==> src/rtl/nand_seq_pkg.sv <==
package nand_seq_pkg;

  localparam logic [7:0] OPC_WEN    = 8'h06;
  localparam logic [7:0] OPC_WDIS   = 8'h04;
  localparam logic [7:0] OPC_ERASE  = 8'hD8;
  localparam logic [7:0] OPC_LOAD   = 8'h84;
  localparam logic [7:0] OPC_EXEC   = 8'h10;
  localparam logic [7:0] OPC_GETF   = 8'h0F;
  localparam logic [7:0] FEAT_STAT  = 8'hC0;

  typedef enum logic [2:0] {
    F_WEN, F_ERASE, F_LOAD, F_EXEC, F_STAT, F_WDIS
  } frame_e;

  typedef enum logic [2:0] {
    S_IDLE, S_ISSUE, S_SHIFT, S_GAP, S_WAIT, S_FIN
  } state_e;

  typedef enum logic [1:0] {
    RES_DONE, RES_TMO, RES_EFAIL, RES_PFAIL
  } result_e;

  // number of bytes in a frame of the given kind
  function automatic int frame_len(frame_e k, int page_bytes);
    case (k)
      F_WEN, F_WDIS:    return 1;
      F_ERASE, F_EXEC:  return 4;
      F_LOAD:           return 3 + page_bytes;
      default:          return 3;
    endcase
  endfunction

  // first page of the block that holds the row
  function automatic logic [23:0] block_row(logic [23:0] row);
    return {row[23:6], 6'd0};
  endfunction

  function automatic logic col_aligned(logic [15:0] col, int page_bytes);
    return (int'(col) % page_bytes) == 0;
  endfunction

  function automatic logic stat_busy(logic [7:0] s);
    return s[0];
  endfunction

  function automatic logic stat_efail(logic [7:0] s);
    return s[2];
  endfunction

  function automatic logic stat_pfail(logic [7:0] s);
    return s[3];
  endfunction

  // byte i of a frame; i >= 3 of a cache load comes from the host
  function automatic logic [7:0] frame_byte(frame_e k, int i, logic [23:0] row,
                                            logic [15:0] col, logic [7:0] data);
    logic [23:0] r;
    r = (k == F_ERASE) ? block_row(row) : row;
    case (k)
      F_WEN:  return OPC_WEN;
      F_WDIS: return OPC_WDIS;
      F_ERASE, F_EXEC: begin
        case (i)
          0:       return (k == F_ERASE) ? OPC_ERASE : OPC_EXEC;
          1:       return r[23:16];
          2:       return r[15:8];
          default: return r[7:0];
        endcase
      end
      F_LOAD: begin
        case (i)
          0:       return OPC_LOAD;
          1:       return col[15:8];
          2:       return col[7:0];
          default: return data;
        endcase
      end
      default: begin
        case (i)
          0:       return OPC_GETF;
          1:       return FEAT_STAT;
          default: return 8'h00;
        endcase
      end
    endcase
  endfunction

endpackage

==> src/rtl/nand_spi_shift.sv <==
module nand_spi_shift #(
  parameter int HALF = 2
) (
  input  logic       clk,
  input  logic       rst_n,
  input  logic       go_i,
  input  logic [7:0] tx_i,
  input  logic       miso_i,
  output logic       sck_o,
  output logic       mosi_o,
  output logic       done_o,
  output logic [7:0] rx_o
);
  localparam int HC_W = (HALF > 1) ? $clog2(HALF) : 1;

  logic [HC_W-1:0] hc;
  logic [2:0]      bitn;
  logic [7:0]      sh;
  logic            act;
  logic            half_end_w;

  assign half_end_w = act && (hc == HC_W'(HALF - 1));
  assign mosi_o     = sh[7];

  always_ff @(posedge clk or negedge rst_n) begin
    if (!rst_n) begin
      hc <= '0; bitn <= '0; sh <= '0; act <= 1'b0;
      sck_o <= 1'b0; done_o <= 1'b0; rx_o <= '0;
    end else begin
      done_o <= 1'b0;
      if (go_i && !act) begin
        sh <= tx_i; act <= 1'b1; hc <= '0; bitn <= '0; sck_o <= 1'b0;
      end else if (act) begin
        hc <= half_end_w ? '0 : hc + 1'b1;
        if (half_end_w) begin
          if (!sck_o) begin
            sck_o <= 1'b1;
            rx_o  <= {rx_o[6:0], miso_i};
          end else begin
            sck_o <= 1'b0;
            if (bitn == 3'd7) begin
              act <= 1'b0; done_o <= 1'b1;
            end else begin
              bitn <= bitn + 1'b1;
              sh   <= {sh[6:0], 1'b0};
            end
          end
        end
      end
    end
  end

  a_r11_mosi_hold: assert property (@(posedge clk) disable iff (!rst_n)
    sck_o |-> $stable(mosi_o));
  a_r11_done_low: assert property (@(posedge clk) disable iff (!rst_n)
    done_o |-> !sck_o);
endmodule

==> src/rtl/nand_poll_ctrl.sv <==
module nand_poll_ctrl #(
  parameter int POLL_MAX  = 200,
  parameter int POLL_WAIT = 10000
) (
  input  logic clk,
  input  logic rst_n,
  input  logic clr_i,
  input  logic hit_i,
  input  logic wait_go_i,
  output logic last_o,
  output logic wait_done_o
);
  localparam int ATT_W = $clog2(POLL_MAX + 1);
  localparam int WT_W  = $clog2(POLL_WAIT + 1);

  logic [ATT_W-1:0] att;
  logic [WT_W-1:0]  wt;
  logic             waiting;

  assign last_o      = (att == ATT_W'(POLL_MAX - 1));
  assign wait_done_o = waiting && (wt == '0);

  always_ff @(posedge clk or negedge rst_n) begin
    if (!rst_n) begin
      att <= '0; wt <= '0; waiting <= 1'b0;
    end else begin
      if (clr_i)      att <= '0;
      else if (hit_i) att <= att + 1'b1;
      if (wait_go_i) begin
        wt <= WT_W'(POLL_WAIT - 1); waiting <= 1'b1;
      end else if (wait_done_o) begin
        waiting <= 1'b0;
      end else if (waiting) begin
        wt <= wt - 1'b1;
      end
    end
  end

  a_r5_att_bound: assert property (@(posedge clk) disable iff (!rst_n)
    att <= ATT_W'(POLL_MAX));
  a_r5_no_hit_while_wait: assert property (@(posedge clk) disable iff (!rst_n)
    waiting |-> !hit_i);
endmodule

==> src/rtl/nand_pe_seq.sv <==
module nand_pe_seq
  import nand_seq_pkg::*;
#(
  parameter int PAGE_BYTES = 2048,
  parameter int SCK_DIV    = 4,
  parameter int GAP_CYC    = 2,
  parameter int POLL_MAX   = 200,
  parameter int POLL_WAIT  = 10000
) (
  input  logic        clk,
  input  logic        rst_n,
  input  logic        start_i,
  input  logic        op_erase_i,
  input  logic [23:0] row_i,
  input  logic [15:0] col_i,
  input  logic [7:0]  wr_data_i,
  output logic        data_take_o,
  output logic        spi_sck_o,
  output logic        spi_cs_n_o,
  output logic        spi_mosi_o,
  input  logic        spi_miso_i,
  output logic        busy_o,
  output logic        done_o,
  output logic        timeout_o,
  output logic        erase_fail_o,
  output logic        prog_fail_o
);
  localparam int IDX_W = $clog2(PAGE_BYTES + 4);
  localparam int GAP_W = $clog2(GAP_CYC + 1);
  localparam int HALF  = SCK_DIV / 2;

  state_e           st;
  frame_e           cur;
  result_e          res_q;
  logic [IDX_W-1:0] idx;
  logic [GAP_W-1:0] gcnt;
  logic             erase_q;
  logic [23:0]      row_q;
  logic [15:0]      col_q;
  logic [7:0]       stat_q;

  // named internal events
  logic       start_ok_w, misalign_w, last_byte_w, frame_end_w, gap_end_w;
  logic       poll_busy_w, poll_last_w, wait_done_w, byte_go_w, sh_done_w;
  logic [7:0] byte_tx_w, sh_rx_w;

  assign start_ok_w  = start_i && (st == S_IDLE);
  assign misalign_w  = !op_erase_i && !col_aligned(col_i, PAGE_BYTES);
  assign last_byte_w = (idx == IDX_W'(frame_len(cur, PAGE_BYTES) - 1));
  assign frame_end_w = (st == S_SHIFT) && sh_done_w && last_byte_w;
  assign gap_end_w   = (st == S_GAP) && (gcnt == GAP_W'(GAP_CYC - 1));
  assign poll_busy_w = gap_end_w && (cur == F_STAT) && stat_busy(stat_q);
  assign byte_go_w   = (st == S_ISSUE);
  assign byte_tx_w   = frame_byte(cur, int'(idx), row_q, col_q, wr_data_i);

  assign data_take_o = byte_go_w && (cur == F_LOAD) && (idx >= IDX_W'(3));
  assign spi_cs_n_o  = !((st == S_ISSUE) || (st == S_SHIFT));
  assign busy_o      = (st != S_IDLE);
  assign done_o       = (st == S_FIN) && (res_q == RES_DONE);
  assign timeout_o    = (st == S_FIN) && (res_q == RES_TMO);
  assign erase_fail_o = (st == S_FIN) && (res_q == RES_EFAIL);
  assign prog_fail_o  = (st == S_FIN) && (res_q == RES_PFAIL);

  nand_spi_shift #(.HALF(HALF)) shift_i (
    .clk(clk), .rst_n(rst_n), .go_i(byte_go_w), .tx_i(byte_tx_w),
    .miso_i(spi_miso_i), .sck_o(spi_sck_o), .mosi_o(spi_mosi_o),
    .done_o(sh_done_w), .rx_o(sh_rx_w)
  );

  nand_poll_ctrl #(.POLL_MAX(POLL_MAX), .POLL_WAIT(POLL_WAIT)) poll_i (
    .clk(clk), .rst_n(rst_n), .clr_i(start_ok_w), .hit_i(poll_busy_w),
    .wait_go_i(poll_busy_w && !poll_last_w), .last_o(poll_last_w),
    .wait_done_o(wait_done_w)
  );

  always_ff @(posedge clk or negedge rst_n) begin
    if (!rst_n) begin
      st <= S_IDLE; cur <= F_WEN; res_q <= RES_DONE; idx <= '0; gcnt <= '0;
      erase_q <= 1'b0; row_q <= '0; col_q <= '0; stat_q <= '0;
    end else begin
      case (st)
        S_IDLE: if (start_ok_w) begin
          erase_q <= op_erase_i; row_q <= row_i; col_q <= col_i;
          cur <= F_WEN; idx <= '0;
          if (misalign_w) begin
            res_q <= RES_PFAIL; st <= S_FIN;
          end else begin
            st <= S_ISSUE;
          end
        end
        S_ISSUE: st <= S_SHIFT;
        S_SHIFT: if (sh_done_w) begin
          if (last_byte_w) begin
            if (cur == F_STAT) stat_q <= sh_rx_w;
            gcnt <= '0; st <= S_GAP;
          end else begin
            idx <= idx + 1'b1; st <= S_ISSUE;
          end
        end
        S_GAP: if (!gap_end_w) begin
          gcnt <= gcnt + 1'b1;
        end else begin
          idx <= '0; st <= S_ISSUE;
          case (cur)
            F_WEN:   cur <= erase_q ? F_ERASE : F_LOAD;
            F_LOAD:  cur <= F_EXEC;
            F_ERASE, F_EXEC: cur <= F_STAT;
            F_STAT: begin
              if (stat_busy(stat_q)) begin
                if (poll_last_w) begin
                  cur <= F_WDIS; res_q <= RES_TMO;
                end else begin
                  st <= S_WAIT;
                end
              end else if (erase_q && stat_efail(stat_q)) begin
                cur <= F_WDIS; res_q <= RES_EFAIL;
              end else if (!erase_q && stat_pfail(stat_q)) begin
                cur <= F_WDIS; res_q <= RES_PFAIL;
              end else begin
                res_q <= RES_DONE; st <= S_FIN;
              end
            end
            default: st <= S_FIN;
          endcase
        end
        S_WAIT: if (wait_done_w) begin
          idx <= '0; st <= S_ISSUE;
        end
        default: st <= S_IDLE;
      endcase
    end
  end

  a_r9_one_result: assert property (@(posedge clk) disable iff (!rst_n)
    $onehot0({done_o, timeout_o, erase_fail_o, prog_fail_o}));
  a_r9_busy_drop: assert property (@(posedge clk) disable iff (!rst_n)
    (done_o || timeout_o || erase_fail_o || prog_fail_o) |=> !busy_o);
  a_r10_start_ignored: assert property (@(posedge clk) disable iff (!rst_n)
    (busy_o && start_i) |=> ($stable(row_q) && $stable(erase_q)));
  a_r11_cs_gap: assert property (@(posedge clk) disable iff (!rst_n)
    $rose(spi_cs_n_o) |=> spi_cs_n_o);
  a_r11_sck_idle: assert property (@(posedge clk) disable iff (!rst_n)
    spi_cs_n_o |-> !spi_sck_o);
  a_r3_take_load_only: assert property (@(posedge clk) disable iff (!rst_n)
    data_take_o |-> !erase_q);
endmodule

==> config.mk <==
export PLATFORM = sky130hd
export DESIGN_NAME = nand_pe_seq
export DESIGN_NICKNAME = d
export VERILOG_FILES = /design/src/rtl/nand_seq_pkg.sv /design/src/rtl/nand_spi_shift.sv /design/src/rtl/nand_poll_ctrl.sv /design/src/rtl/nand_pe_seq.sv
export SDC_FILE = /design/constraint.sdc
export NUM_CORES = 1
export LEC_CHECK = 0
export ABC_AREA = 1
export BUFFER_PORTS_ARGS = -buffer_cell sky130_fd_sc_hd__buf_4
export CAP_MARGIN = 25
export CORE_MARGIN = 8
export CORE_UTILIZATION = 24
export DETAILED_ROUTE_END_ITERATION = 8
export REMOVE_ABC_BUFFERS = 1
export SYNTH_ARGS = -nofsm -noshare
export SYNTH_HDL_FRONTEND = slang
export SYNTH_SLANG_ARGS = --single-unit
==> constraint.sdc <==
create_clock -name clk -period 2 [get_ports clk]
set_clock_uncertainty 0.15 [all_clocks]
set_input_delay 0.2 -clock clk [delete_from_list [all_inputs] [get_ports clk]]
set_output_delay 0.2 -clock clk [all_outputs]
set_load 0.1 [all_outputs]
==> results.yml <==
cts:
  cts.htree.levels: 3
  cts-buffers-inserted: 9
  clock_path_buffers: 2
  cts_sinks: 108
  cts_tree: "done"
  cts_root_buf: "clkbuf_16"
  clk_pin_slew_ns: 0.07
  clk_latency_ns: 0.36
power_and_ir_drop:
  p_sw_w: 0.00402
  peakVddDrop_mv: 0.571
  powerDensity_mw_per_mm2: 1130
  p_int_w: 0.00559
  power.leakage_nw: 4.13
  p_seq_share_pct: 34.2
  clock_power_share_pct: 19.0
  p_sw_share_pct: 41.8
  combPwrFrac_pct: 46.8
global_route:
  grt_max_degree: 63
  track_usage_pct: 11.4
  antenna_found_initial: 0
  grt_overflow: 0
  grt_pass1_vias: 5757
  grt_pass1_wl_um: 28500
die:
  coreArea_mm2: 0.0244
  ios: 62
  die_h_um: 174
  initial_core_util_pct: 24.5
  die_w_um: 174
  row_count: 57
  die_area_mm2: 0.0302
logic_synthesis:
  synth_cell_types: 43
  synth_edf_count: 0
  syn_area_mm2: 0.00597
  syn_avg_cell_area_um2: 7.59
  muxShareOfSynthArea_pct: 0
  syn_inst: 787
  yosys.area_share.simple_pct: 33.8
  synth-xor-area-share_pct: 2.05
  async_flop_share_pct: 100
  synthAdderAreaFrac_pct: 1.89
  synth_top_family_by_area: "simple AND/OR/NAND/NOR gates"
  synth-seq-cells: 108
  synth_ff_type: "dfrtp_1"
  ys_warn_count: 0
  synth-compound-area-share_pct: 9.98
  yosysSeqAreaShare_pct: 45.3
critical_path:
  ff2ff_setup_slack_ns: -0.04
  required_ns: 1.65
  cp_max_fo: 5
  critPathLaunchType: "register"
  arrival_ns: 1.70
  path_class: "register to output port"
  endpoint_kind: "output port"
outcome:
  run_status: "complete, but fails checks"
  failed_checks: "setup timing"
drt:
  drt_iter0_markers: 422
  dr.pass1.iters: 5
  drt-vias-per-instance: 4.46
  wl_per_cell_um: 13.7
  ant_nets: 0
  wl_um: 17700
  num_vias: 5772
  drc: 0
timing:
  finalHoldViolations: 0
  tightest_slew_ns: 0.480
  fin_hold_ws_ns: 0.0135
  min_period_over_period_pct: 102
  setup_slack_ns: -0.0491
  max_freq_mhz: 488
  setup_violations: 2
  report.final.slew_viol_count: 0
  period_needed_ns: 2.05
  maxSlewHeadroom_pct: 68.0
  rsz0062_at_grt: "yes"
layout:
  antenna_cells: 0
  drive_above_1_share_pct: 27.1
  fill_cells: 2545
  num-nets-final: 1026
  syn_to_final_growth_pct: 42.4
placement:
  pre_cts_ws_ns: -0.0377
  gp_congestion: 0.870
  numPortBuffers: 61
  post-dp-hpwl_um: 12500
worst_hold_path:
  hold_path_class: "primary input to register"
job:
  maxCapViolCount: 0
==> registers in the layout (all words and copies together), names as in the netlist <==
signal,flops
erase_q,1
shift_i.act,1
shift_i.rx_o,4
res_q,2
shift_i.bitn,3
poll_i.att,8
poll_i.waiting,1
shift_i.done_o,1
idx,12
cur,3
poll_i.wt,14
st,3
shift_i.sh,8
gcnt,2
col_q,16
row_q,24
stat_q,3
shift_i.hc,1
shift_i.sck_o,1
==> layout make-up <==
class | instances | area [µm²] | share of cell area [%]
clock buffers | 13 | 250 | 2.94
multi-input cells | 580 | 3180 | 37.4
well taps | 324 | 405 | 4.77
repair inverters | 1 | 5.00 | 0.0589
inverters | 84 | 334 | 3.93
repair buffers | 180 | 1570 | 18.5
flip-flops and latches | 108 | 2710 | 31.9
clock inverters | 3 | 46.3 | 0.545
==> cells by family after synthesis <==
family,Yosys count
AOI/OAI and AO/OA,106
adders and majority gates,9
xor gates and xnor gates,14
and+or+nand+nor,448
buffers and inverters,102
DFF,108
==> metal layers <==
layer / vias up / part of all wire (%) / GRT usage (%)
met1: 2741 / 46 / 14.6
li1: 2902 / - / -
met5: - / 0 / 0
met2: 104 / 49 / 19.0
met3: 25 / 2.9 / 1.59
met4: 0 / 2.3 / 4.92
==> worst paths after layout <==
check	from	to	cells past startpoint
worst max-delay path	idx[0]	data_take_o	6
worst max register to register	idx[1]	shift_i.sh[2]	14
worst min-delay path	col_i[9]	col_q[9]	3
min in group asynchronous	rst_n	poll_i.wt[5]	3
worst min register to register	shift_i.rx_o[3]	stat_q[3]	2
max in group asynchronous	rst_n	cur[2]	3
==> cell usage after synthesis (3+ instances only) <==
library cell | n | area, µm²
o211ai_1 | 3 | 22.5
buf_4 | 4 | 30.0
o21ai_2 | 6 | 52.6
nor2_2 | 8 | 50.1
dfrtp_1 | 108 | 2700
nand4_1 | 8 | 50.1
a21oi_1 | 18 | 90.1
nand3_1 | 66 | 330
nand2_1 | 243 | 912
inv_1 | 70 | 263
xor2_1 | 9 | 78.8
xnor2_1 | 5 | 43.8
clkbuf_1 | 7 | 26.3
nor2_8 | 3 | 60.1
nor3_1 | 23 | 115
o21ai_1 | 6 | 30.0
ha_1 | 9 | 113
buf_2 | 6 | 30.0
nor2_1 | 75 | 282
inv_2 | 12 | 45.0
nand2_2 | 7 | 43.8
o21ai_0 | 62 | 310
==> cells in the final DEF (no fill, tap or decap), drive strengths merged, types with 2 or more instances in the layout <==
cell type / netlist / layout
dfrtp: 108 / 108
buf: 11 / 141
clkbuf: 7 / 14
nand3: 68 / 68
nand3b: 3 / 3
clkinv: 1 / 3
o211ai: 3 / 3
nor3: 25 / 25
nand2: 252 / 252
o21ai: 74 / 74
nand4: 10 / 10
dlygate4sd3: 0 / 38
ha: 9 / 9
a22o: 2 / 2
nor2: 88 / 91
xnor2: 5 / 5
a21oi: 20 / 20
inv: 83 / 83
xor2: 9 / 9
==> critical path, cell delays in order, from the launching register on <==
cell      delay, ns
dfrtp_1        0.35
buf_4          0.16
ha_4           0.16
inv_1          0.09
a311oi_2       0.23
buf_4          0.18
buf_12         0.17
==> power by group through the flow <==
stage                     Sequential [W]  Combinational, W  Clock, W
after floorplan                  0.00334           0.00232         0
after CTS                        0.00328           0.00404   0.00187
after global placement           0.00331           0.00353         0
after detailed placement         0.00332           0.00358         0
final                            0.00329           0.00450   0.00183
after global routing             0.00337           0.00496   0.00194
==> through the flow <==
stage	instances	utilization, %	area (µm²)	power, W	setup TNS [ns]
after global routing	1293	34.8	8500	0.0103	-0.520
after floorplan	769	-	5870	0.00566	-46.33
final	1293	34.8	8500	0.00961	-0.0878
after global placement	1203	29.3	7140	0.00684	-0.0315
after CTS	1272	32.9	8020	0.00920	-0.0401
after detailed placement	1203	29.3	7140	0.00690	-0.279
==> repair_timing <==
action,4_1_cts,5_1_grt
pin swaps,7,27
hold endpoints to repair,145,0
cloned,2,3
setup endpoints to repair,16,71
hold buffers,38,0
setup buffers,13,18
gates resized for setup,19,88
Power figures use the tool's default switching activity.
